### src/rtl/bsq_pkg.sv
package bsq_pkg;
  typedef enum logic [1:0] {ST_IDLE, ST_LAT, ST_DATA, ST_STALL} bsq_state_e;
  localparam int unsigned ROW_W = 4;  // 16-word row
  localparam int unsigned GRP_W = 2;  // 4-word group
  localparam logic [2:0] BL_4  = 3'b001;
  localparam logic [2:0] BL_8  = 3'b010;
  localparam logic [2:0] BL_16 = 3'b011;
endpackage

### src/rtl/bsq_len_decode.sv
module bsq_len_decode
  import bsq_pkg::*;
(
  input  logic [2:0] blen_i,
  output logic [2:0] lg_o,
  output logic       cont_o
);
  always_comb begin
    cont_o = 1'b0;
    unique case (blen_i)
      BL_4:    lg_o = 3'd2;
      BL_8:    lg_o = 3'd3;
      BL_16:   lg_o = 3'd4;
      default: begin
        lg_o   = 3'd4;
        cont_o = 1'b1;
      end
    endcase
  end
endmodule

### src/rtl/bsq_next_addr.sv
module bsq_next_addr
  import bsq_pkg::*;
#(
  parameter int unsigned AW = 16
) (
  input  logic [AW-1:0] addr_i,
  input  logic [2:0]    lg_i,
  input  logic          linear_i,
  output logic [AW-1:0] next_o,
  output logic          row_end_o
);
  logic [AW-1:0] mask;
  logic [AW-1:0] inc;

  assign mask      = ~({AW{1'b1}} << lg_i);
  assign inc       = addr_i + AW'(1);
  assign next_o    = linear_i ? inc : ((addr_i & ~mask) | (inc & mask));
  assign row_end_o = &addr_i[ROW_W-1:0];
endmodule

### src/rtl/bsq_edge_stage.sv
module bsq_edge_stage #(
  parameter int unsigned W = 8
) (
  input  logic         clk_i,
  input  logic         rst_ni,
  input  logic         fall_i,
  input  logic [W-1:0] d_i,
  output logic [W-1:0] q_o
);
  logic [W-1:0] neg_q;

  always_ff @(negedge clk_i or negedge rst_ni) begin
    if (!rst_ni) neg_q <= '0;
    else         neg_q <= d_i;
  end

  assign q_o = fall_i ? neg_q : d_i;
endmodule

### src/rtl/burst_addr_seq.sv
module burst_addr_seq
  import bsq_pkg::*;
#(
  parameter int unsigned AW = 16,
  parameter int unsigned LW = 4
) (
  input  logic          clk_i,
  input  logic          rst_ni,
  input  logic          start_i,
  input  logic [AW-1:0] addr_i,
  input  logic [2:0]    blen_i,
  input  logic          nowrap_i,
  input  logic          fall_edge_i,
  input  logic [LW-1:0] latency_i,
  output logic [AW-1:0] addr_o,
  output logic          valid_o,
  output logic          wait_o
);
  localparam int unsigned LEN_W = ROW_W + 1;
  localparam int unsigned OW    = AW + 2;

  bsq_state_e       state_q;
  logic [AW-1:0]    addr_q;
  logic             valid_q, wait_q;
  logic [LW-1:0]    cnt_q;
  logic [LEN_W-1:0] left_q;
  logic [2:0]       lg_q;
  logic             cont_q, linear_q, crossed_q;
  logic [GRP_W-1:0] ofs_q;

  logic [2:0]       dec_lg;
  logic             dec_cont;
  logic [AW-1:0]    next_addr;
  logic             row_end;
  logic [LW-1:0]    lat_m1;
  logic             last_word;
  logic [OW-1:0]    out_vec;

  bsq_len_decode u_dec (
    .blen_i (blen_i),
    .lg_o   (dec_lg),
    .cont_o (dec_cont)
  );

  bsq_next_addr #(.AW(AW)) u_next (
    .addr_i    (addr_q),
    .lg_i      (lg_q),
    .linear_i  (linear_q),
    .next_o    (next_addr),
    .row_end_o (row_end)
  );

  assign lat_m1    = (latency_i == '0) ? '0 : latency_i - LW'(1);
  assign last_word = cont_q ? (&addr_q) : (left_q == LEN_W'(1));

  always_ff @(posedge clk_i or negedge rst_ni) begin
    if (!rst_ni) begin
      state_q   <= ST_IDLE;
      addr_q    <= '0;
      valid_q   <= 1'b0;
      wait_q    <= 1'b0;
      cnt_q     <= '0;
      left_q    <= '0;
      lg_q      <= 3'd2;
      cont_q    <= 1'b0;
      linear_q  <= 1'b0;
      crossed_q <= 1'b0;
      ofs_q     <= '0;
    end else if (start_i) begin
      state_q   <= ST_LAT;
      addr_q    <= addr_i;
      valid_q   <= 1'b0;
      wait_q    <= 1'b1;
      cnt_q     <= lat_m1;
      left_q    <= LEN_W'(1) << dec_lg;
      lg_q      <= dec_lg;
      cont_q    <= dec_cont;
      linear_q  <= nowrap_i | dec_cont;
      crossed_q <= 1'b0;
      ofs_q     <= addr_i[GRP_W-1:0];
    end else begin
      unique case (state_q)
        ST_LAT, ST_STALL: begin
          if (cnt_q == '0) begin
            state_q <= ST_DATA;
            valid_q <= 1'b1;
            wait_q  <= 1'b0;
          end else begin
            cnt_q <= cnt_q - LW'(1);
          end
        end
        ST_DATA: begin
          if (last_word) begin
            state_q <= ST_IDLE;
            valid_q <= 1'b0;
            wait_q  <= 1'b0;
          end else begin
            addr_q <= next_addr;
            left_q <= left_q - LEN_W'(1);
            // first row crossing of a linear burst: one-time pause
            if (linear_q && row_end && !crossed_q) begin
              crossed_q <= 1'b1;
              if (ofs_q != '0) begin
                state_q <= ST_STALL;
                cnt_q   <= LW'(ofs_q) - LW'(1);
                valid_q <= 1'b0;
                wait_q  <= 1'b1;
              end
            end
          end
        end
        default: ;
      endcase
    end
  end

  bsq_edge_stage #(.W(OW)) u_edge (
    .clk_i  (clk_i),
    .rst_ni (rst_ni),
    .fall_i (fall_edge_i),
    .d_i    ({addr_q, valid_q, wait_q}),
    .q_o    (out_vec)
  );

  assign addr_o  = out_vec[OW-1:2];
  assign valid_o = out_vec[1];
  assign wait_o  = out_vec[0];
endmodule

### config.mk
export PLATFORM = sky130hd
export DESIGN_NAME = burst_addr_seq
export DESIGN_NICKNAME = d
export VERILOG_FILES = /design/src/rtl/bsq_pkg.sv /design/src/rtl/bsq_len_decode.sv /design/src/rtl/bsq_next_addr.sv /design/src/rtl/bsq_edge_stage.sv /design/src/rtl/burst_addr_seq.sv
export SDC_FILE = /design/constraint.sdc
export NUM_CORES = 1
export LEC_CHECK = 0
export BUFFER_PORTS_ARGS = -buffer_cell sky130_fd_sc_hd__buf_4
export CAP_MARGIN = 20
export CORE_UTILIZATION = 35
export DETAILED_ROUTE_END_ITERATION = 8
export PLACE_DENSITY = 0.51
export SLEW_MARGIN = 15
export SYNTH_ARGS = -nofsm -noshare
export SYNTH_HDL_FRONTEND = slang
export SYNTH_SLANG_ARGS = --single-unit
### constraint.sdc
create_clock -name clk_i -period 5.2 [get_ports clk_i]
set_input_delay 0.52 -clock clk_i [delete_from_list [all_inputs] [get_ports clk_i]]
set_output_delay 0.52 -clock clk_i [all_outputs]
set_load 0.02 [all_outputs]
# [After elaboration in Yosys (flattened, before gate mapping)]
# Index checks and enable logic that the tools add are counted.
[op_classes] n_addsub=5 n_bitwise=6 reduce_logical=17 n_eq_ne=15 muxes=40 shifts=2
[ops] op="16-bit two-way mux" n=4
[ops] op="16-bit bitwise AND" n=2
[ops] op="16-bit inverter" n=2
[ops] op="4-bit two-way mux" n=6
[ops] op="18-bit two-way mux" n=1
[ops] op="16-bit by 1-bit adder with 16-bit output, second input constant" n=1
[ops] op="1-bit two-way mux" n=16
[ops] op="16-bit bitwise OR" n=1
[ops] op="16-bit AND reduction" n=1
[ops] op="16-bit by 3-bit << shifter with 16-bit output, first input constant" n=1
[ops] op="5-bit two-way mux" n=3
[ops] op="3-bit != test, second input constant" n=5
[ops] op="2-bit two-way mux" n=5
[ops] op="4-bit logical NOT" n=2
[ops] op="4-bit != test, second input constant" n=2
[ops] op="4-bit case mux with 2 select lines" n=1
[ops] op="4-bit AND reduction" n=2
[ops] op="4-bit by 1-bit subtractor with 4-bit output, second input constant" n=2
[ops] op="3-bit by 2-bit equality test with 1-bit output, second input constant" n=2
[ops] op="3-bit case mux with 2 select lines" n=1
[ops] op="2-bit nonzero test" n=3
[ops] op="5-bit by 1-bit equality test with 1-bit output, second input constant" n=1
[ops] op="5-bit AND reduction" n=1
[ops] op="1-bit by 3-bit << shifter with 5-bit output, first input constant" n=1
[ops] op="other kinds (16)" n=19
[totals] input_bits=28 reg_bits=55 out_inout_bits=18

# [Depth between registers and ports, before layout]
# Gate-level depths: netlist of run 1.
[depth] ltp_word=9 ltp_mapped=7 mapped_depth_nobuf=6

# [By module]
# A second synthesis of run 1 with hierarchy kept.
[unflattened] hier_cells=293 area_unflattened_um2=3108.0
[by_module_without_submodules] mod="burst_addr_seq" area_each_um2=1955.6 seq_area_each_um2=902.1 instances=1 cells_each=199
[by_module_without_submodules] mod="bsq_edge_stage" area_each_um2=721.9 seq_area_each_um2=450.4 instances=1 cells_each=38
[by_module_without_submodules] mod="bsq_next_addr" area_each_um2=391.6 seq_area_each_um2=0.0 instances=1 cells_each=51
[by_module_without_submodules] mod="bsq_len_decode" area_each_um2=38.8 seq_area_each_um2=0.0 instances=1 cells_each=5

==> key figures, run 1 <==
STA
  – Setup violators final: 0
  – Setup Skew: 16.5 ps
  – Final setup TNS: 0 ps
  – Max-slew violation count: 0
  – Final WS setup: 1030 ps
  – Slew @ Worst Pin: 682 ps
  – Final-report hold violation count: 0
  – RSZ-0062 raised after global routing: no
  – Slew headroom: 0.534

Cells and area
  – Nets: 368
  – Non-Filler Instances: 439
  – Area delta synth->final: 15.7%
  – Filler cells: 851
  – Layout cells sized above 1: 0.246
  – Ant diodes: 0

Synthesis
  – Ys Warns: 0
  – Synth Area in Compound Gates: 0.148
  – Cell area after synthesis: 0.00294 mm^2
  – FF+latch count, synth: 54
  – Post-Syn Instances: 298
  – Mux cell area share after synthesis: 0.0877
  – Post-Syn Nets: 333
  – Synth unique cells: 56
  – Ys flop type: dfrtp_1
  – Post-Synth XOR/XNOR Area: 0.0447
  – Post-synthesis sequential area ratio: 0.460
  – Post-synth EDFFs: 0
  – Adder-Cell Fraction of Synth Area: 0.0298
  – Largest family of logic cells by synthesized area: simple AND/OR/NAND/NOR gates
  – Asr flop ratio synth: 1.00
  – Simple-gate share of the synthesized area: 0.189
  – Syn Area/Cell: 9.87 um^2

CTS
  – Clock buffer depth: 2
  – # resized after CTS: 0
  – Root Buffer: clkbuf_8
  – Clk_lat worst skew: 310 ps
  – Number of CTS-inserted buffers: 5
  – Post-CTS Hold Fix Bufs: 0
  – Total clock sinks: 54
  – # H-tree levels: 2
  – Setup bufs post-CTS: 0
  – CTS tree: built
  – Clock transition at path regs: 100 ps

Routing
  – Post-route ant nets: 0
  – Detailed-route via count: 2253
  – Via/cell ratio: 5.13
  – DRC viols: 0
  – Number of detailed-routing iterations run before antenna repair: 4
  – Drt wl/cell: 14.4 um
  – Drt total wl: 6330 um
  – First-iteration detailed-routing DRC count: 118

Power and ir drop
  – Sw Ratio: 0.325
  – PD cells: 319 mW/mm^2
  – Flop pwr share: 0.505
  – Combinational power share: 0.284
  – Total power: 1090 uW
  – Clock power frac: 0.212
  – Leak: 0.00145 uW
  – Cell Int Power: 733 uW
  – Net Switching: 353 uW
  – Maximum VDD drop: 0.000167 V

Die
  – # IOs: 46
  – # rows: 33
  – Die H: 93.7 um
  – Die extent in x: 93.7 um
  – Die area: 0.00877 mm^2
  – Core Area: 0.00818 mm^2
  – Initial core utilization: 0.360

Job
  – Max-cap violations: 0

Placement
  – Gpl congestion: 0.761
  – Setup WS pre-CTS: 1350 ps
  – Port Buffer Count: 45
  – Placed Cells: 431
  – Hpwl dp: 4380 um

Worst setup path
  – Crit path max fanout: 1
  – Startpoint types: register
  – CP required: 4680 ps
  – Worst Setup Path Type: reg2out
  – WP data arrival: 3650 ps
  – Critical Path Sink Type: output pin
  – Slowest cell on crit path: dfrtn_1
  – Critical Path Max Stage Delay: 330 ps
  – CP cell instances: mux2_2, buf_4

Global routing
  – Vias in the first global route: 2085
  – Total track usage: 0.159
  – Initial antenna violation count: 0
  – Largest net degree at the start of global routing: 55
  – GR Overflow Total: 0
  – First-pass GRT wire length: 10900 um

Hold path
  – Worst hold path class: in2async

Status
  – Outcome: finished clean
[final timing paths]
kind                                       from         endpoint  slack [ps]  cells past startpoint
min in group clk_i                    addr_i[6]         register         420                      3
max in group asynchronous                rst_ni  u_edge.neg_q[8]        1970                      1
worst min register to register        crossed_q        crossed_q         500                      1
worst min-delay path                     rst_ni       addr_q[13]         260                      1
worst max register to register        addr_q[7]  u_edge.neg_q[9]        1910                      0
worst max-delay path            u_edge.neg_q[3]        addr_o[1]        1030                      2
[stage by stage]
stage | hold slack, ps | cell area [um^2] | util
global route | 307 | 3400 | 0.416
CTS | 281 | 3400 | 0.416
finish | 258 | 3400 | 0.416
detailed placement | 483 | 3320 | 0.406
floorplan | 224 | 2940 | -
global placement | 474 | 3320 | 0.406
[critical path, delay by kind of cell (launching register included)]
kind | cells | cell delay [ps]
muxes | 1 | 260
DFF | 1 | 330
buffers and inverters | 1 | 160
[logic make-up after synthesis]
logic type / after synthesis
DFF: 54
xor gates and xnor gates: 15
AOI/OAI and AO/OA: 67
muxes: 22
and+or+nand+nor: 107
adders and majority gates: 7
buffers and inverters: 26
[final cells by class]
cell class | count | area [um^2] | area share
multi-input combinational | 218 | 1470 | 0.431
sequential | 54 | 1350 | 0.397
timing repair buffer | 45 | 338 | 0.0993
tap | 105 | 131 | 0.0386
clock buffer | 8 | 80.1 | 0.0235
inverter | 9 | 33.8 | 0.00993
[power by group through the flow]
stage,clock [uW],combinational [uW],sequential [uW]
floorplan,0,236,532
global placement,0,310,556
detailed placement,0,309,556
CTS,239,311,548
global route,256,348,561
finish,230,308,548
[synth_stat cells (5+ instances only)]
master	instances	area [um^2]
xnor2_1	5	43.8
a21oi_1	14	70.1
mux2_2	18	203
or3_1	6	37.5
clkbuf_1	11	41.3
nand3_1	11	55.1
dfrtp_1	35	876
inv_1	9	33.8
ha_1	7	87.6
a31oi_1	6	37.5
nor2_1	22	82.6
o211ai_1	5	37.5
nand2_1	26	97.6
nor3_1	13	65.1
nand4_1	7	43.8
dfrtn_1	18	450
xor2_1	10	87.6
o21ai_0	17	85.1
[layer usage]
metal	vias to the layer above	part of all wire	GRT usage
met5	-	0	0
met4	0	0.012	0.0462
met3	6	0.029	0.0218
met2	40	0.43	0.232
met1	1067	0.53	0.242
li1	1140	-	-
[cells in the final DEF, fill, tap and decap left out, drive strengths merged, types with 9 or more instances in the layout]
| cell type | n |
|---|---|
| nand3 | 11 |
| o21ai | 20 |
| nor3 | 13 |
| inv | 9 |
| nor2 | 23 |
| xor2 | 10 |
| buf | 45 |
| dfrtn | 18 |
| nand2 | 26 |
| dfrtp | 35 |
| mux2 | 21 |
| a21oi | 14 |
No activity file was read; power rests on OpenSTA's default activity.
==> run 2: changes to the inputs <==
Settings changed: ABC_AREA from default to 1, PLACE_DENSITY 0.51 to 0.52.
Clock period 5.2 ns to 3.42 ns, I/O delays scaled along.
==> key figures, run 2 <==
Status
  – Outcome: finished clean (unchanged)

CTS
  – Number of CTS-inserted buffers: 5 (unchanged)
  – Total clock sinks: 54 (unchanged)
  – # resized after CTS: 0 (unchanged)
  – Post-CTS Hold Fix Bufs: 0 (unchanged)
  – Clk_lat worst skew: 310 ps (about the same)
  – CTS tree: built (unchanged)
  – Setup bufs post-CTS: 0 (unchanged)
  – Clock transition at path regs: 100 ps (about the same)
  – Clock buffer depth: 2 (unchanged)
  – # H-tree levels: 2 (unchanged)
  – Root Buffer: clkbuf_8 (unchanged)

Synthesis
  – Post-synthesis sequential area ratio: 0.426 (was 0.460)
  – Post-synth EDFFs: 0 (unchanged)
  – Ys Warns: 0 (unchanged)
  – Area leader, netlist: dfrtp_1 (unchanged)
  – Post-synth top area share: 0.276 (was 0.298)
  – Synth top area cells: dfrtp_1 28%, nand2_1 17%, dfrtn_1 14%, nand3_1 7.1%, inv_1 5.0% (was dfrtp_1 30%, dfrtn_1 15%, mux2_2 6.9%, nand2_1 3.3%, ha_1 3.0%)
  – Asr flop ratio synth: 1.00 (unchanged)
  – Cell with the most instances after synthesis: nand2_1 (was dfrtp_1)
  – Cell area after synthesis: 0.00318 mm^2 (was 0.00294 mm^2)
  – Post-Syn Instances: 428 (was 298)
  – Syn Area/Cell: 7.42 um^2 (was 9.87 um^2)
  – Synth unique cells: 38 (was 56)
  – Synth top cells by count: 142 x nand2_1, 45 x nand3_1, 42 x inv_1 (was 35 x dfrtp_1, 26 x nand2_1, 22 x nor2_1)
  – Ys flop type: dfrtp_1 (unchanged)
  – Post-Syn Nets: 463 (was 333)
  – FF+latch count, synth: 54 (unchanged)

STA
  – RSZ-0062 raised after global routing: no (unchanged)
  – Max-slew violation count: 0 (unchanged)
  – Setup Skew: 4.21 ps (was 16.5 ps)
  – Setup violators final: 0 (unchanged)
  – Final-report hold violation count: 0 (unchanged)
  – Hold Slack: 15.0 ps (was 258 ps)
  – Slew @ Worst Pin: 581 ps (was 682 ps)
  – Slew headroom: 0.611 (was 0.534)
  – Final setup TNS: 0 ps (unchanged)

Cells and area
  – Nets: 506 (was 368)
  – Post-route cell area: 0.00372 mm^2 (was 0.00340 mm^2)
  – Most frequent cells in the layout: 142 x nand2_1, 46 x buf_4, 45 x nand3_1, 42 x inv_1, 35 x dfrtp_1 (was 45 x buf_4, 35 x dfrtp_1, 26 x nand2_1, 22 x nor2_1)
  – Layout cells sized above 1: 0.165 (was 0.246)
  – Ant diodes: 0 (unchanged)
  – Area delta synth->final: 17.1% (was 15.7%)
  – Commonest non-fill, non-tap cell in the layout: nand2_1 (was buf_4)

Job
  – Max-cap violations: 0 (unchanged)

Placement
  – Port Buffer Count: 45 (unchanged)
  – Hpwl dp: 5590 um (was 4380 um)
  – DP Area: 0.00360 mm^2 (was 0.00332 mm^2)
  – Gpl congestion: 0.847 (was 0.761)

Routing
  – Via/cell ratio: 4.86 (was 5.13)
  – First-iteration detailed-routing DRC count: 133 (was 118)
  – Drt total wl: 7710 um (was 6330 um)
  – DRC viols: 0 (unchanged)
  – Drt wl/cell: 13.3 um (was 14.4 um)
  – Number of detailed-routing iterations run before antenna repair: 4 (unchanged)
  – Post-route ant nets: 0 (unchanged)
  – Detailed-route via count: 2820 (was 2253)

Worst setup path
  – Slowest cell on crit path: dfrtn_1 (unchanged)
  – CP required: 3080 ps (was 4680 ps)
  – Crit path max fanout: 1 (unchanged)
  – Critical Path Sink Type: output pin (unchanged)
  – CP cell instances: mux2_2, buf_4 (unchanged)
  – Critical Path Max Stage Delay: 330 ps (about the same)
  – Worst Setup Path Type: reg2out (unchanged)
  – Worst path buffer plus inverter count: 1 (unchanged)
  – Startpoint types: register (unchanged)
  – WP data arrival: 2760 ps (was 3650 ps)
  – Largest delay share family, worst path: flip-flops (unchanged)

Global routing
  – Vias in the first global route: 2767 (was 2085)
  – Largest net degree at the start of global routing: 42 (was 55)
  – GR Overflow Total: 0 (unchanged)
  – First-pass GRT wire length: 13700 um (was 10900 um)
  – Initial antenna violation count: 0 (unchanged)
  – Total track usage: 0.178 (was 0.159)

Die
  – Core Area: 0.00876 mm^2 (was 0.00818 mm^2)
  – # IOs: 46 (unchanged)
  – Die extent in x: 97.3 um (was 93.7 um)
  – # rows: 34 (was 33)
  – Initial core utilization: 0.363 (was 0.360)
  – Die H: 97.3 um (was 93.7 um)
  – Die area: 0.00946 mm^2 (was 0.00877 mm^2)

Power and ir drop
  – PD cells: 614 mW/mm^2 (was 319 mW/mm^2)
  – Leak: 0.00190 uW (was 0.00145 uW)
  – Maximum VDD drop: 0.000259 V (was 0.000167 V)

Hold path
  – Worst hold path class: in2async (unchanged)
==> run 2: cell count changes after synthesis, sizes merged, moves of 10 or more <==
cell / delta
mux2: -16
nand2: +122
nand3: +36
o21ai: +17
nor2: +12
nor3: -10
inv: +35
==> run 2: cells by family (layout without fill, tap and decap cells) <==
kind of cell,Yosys count,after routing,share of synthesized area
and+or+nand+nor,249,249,0.353
buffers and inverters,55,99,0.0701
AOI/OAI and AO/OA,54,54,0.0953
DFF,54,54,0.426
adders and majority gates,7,7,0.0276
muxes,5,5,0.0177
xor gates and xnor gates,4,4,0.0110
==> run 2: cell type report <==
| type | count | area, um^2 |
|---|---|---|
| clock inverters | 1 | 30.0 |
| clock buffers | 7 | 86.3 |
| fillers | 921 | 5040 |
| repair buffers | 46 | 345 |
| flip-flops and latches | 54 | 1350 |
| inverters | 45 | 169 |
| well taps | 108 | 135 |
| multi-input cells | 319 | 1600 |
==> run 2: final timing paths <==
kind                                  from               to  slack, ps  depth (start not counted)
max in group asynchronous           rst_ni  u_edge.neg_q[0]       1390                          1
max reg2reg                       register  u_edge.neg_q[8]       1040                          0
max                        u_edge.neg_q[1]          valid_o        320                          2
min                                 rst_ni        async pin         20                          1
min reg2reg                      crossed_q        crossed_q        490                          1
min in group clk_i                nowrap_i         linear_q        250                          3
==> run 2: stage by stage <==
stage          worst slack [ps]  cells  utilization  power (uW)
2_1_floorplan               721    428            -        1560
3_3_place_gp                661    572        0.411        1830
3_5_place_dp                652    572        0.411        1840
4_1_cts                     309    580        0.424        2310
5_1_grt                     268    580        0.424        2490
6_report                    321    580        0.424        2280
==> run 2: routing by layer <==
layer / wire length [um] / global-route usage / vias to the layer above
li1: - / - / 1480
met1: 4010 / 0.258 / 1297
met2: 3420 / 0.282 / 37
met3: 208 / 0.0288 / 6
met4: 76 / 0.0385 / 0
met5: 0 / 0 / -
==> run 2: where the power goes <==
part	switching, uW	total (uW)	internal, uW
Clock	223	462	239
Sequential	156	986	830
Combinational	506	837	330
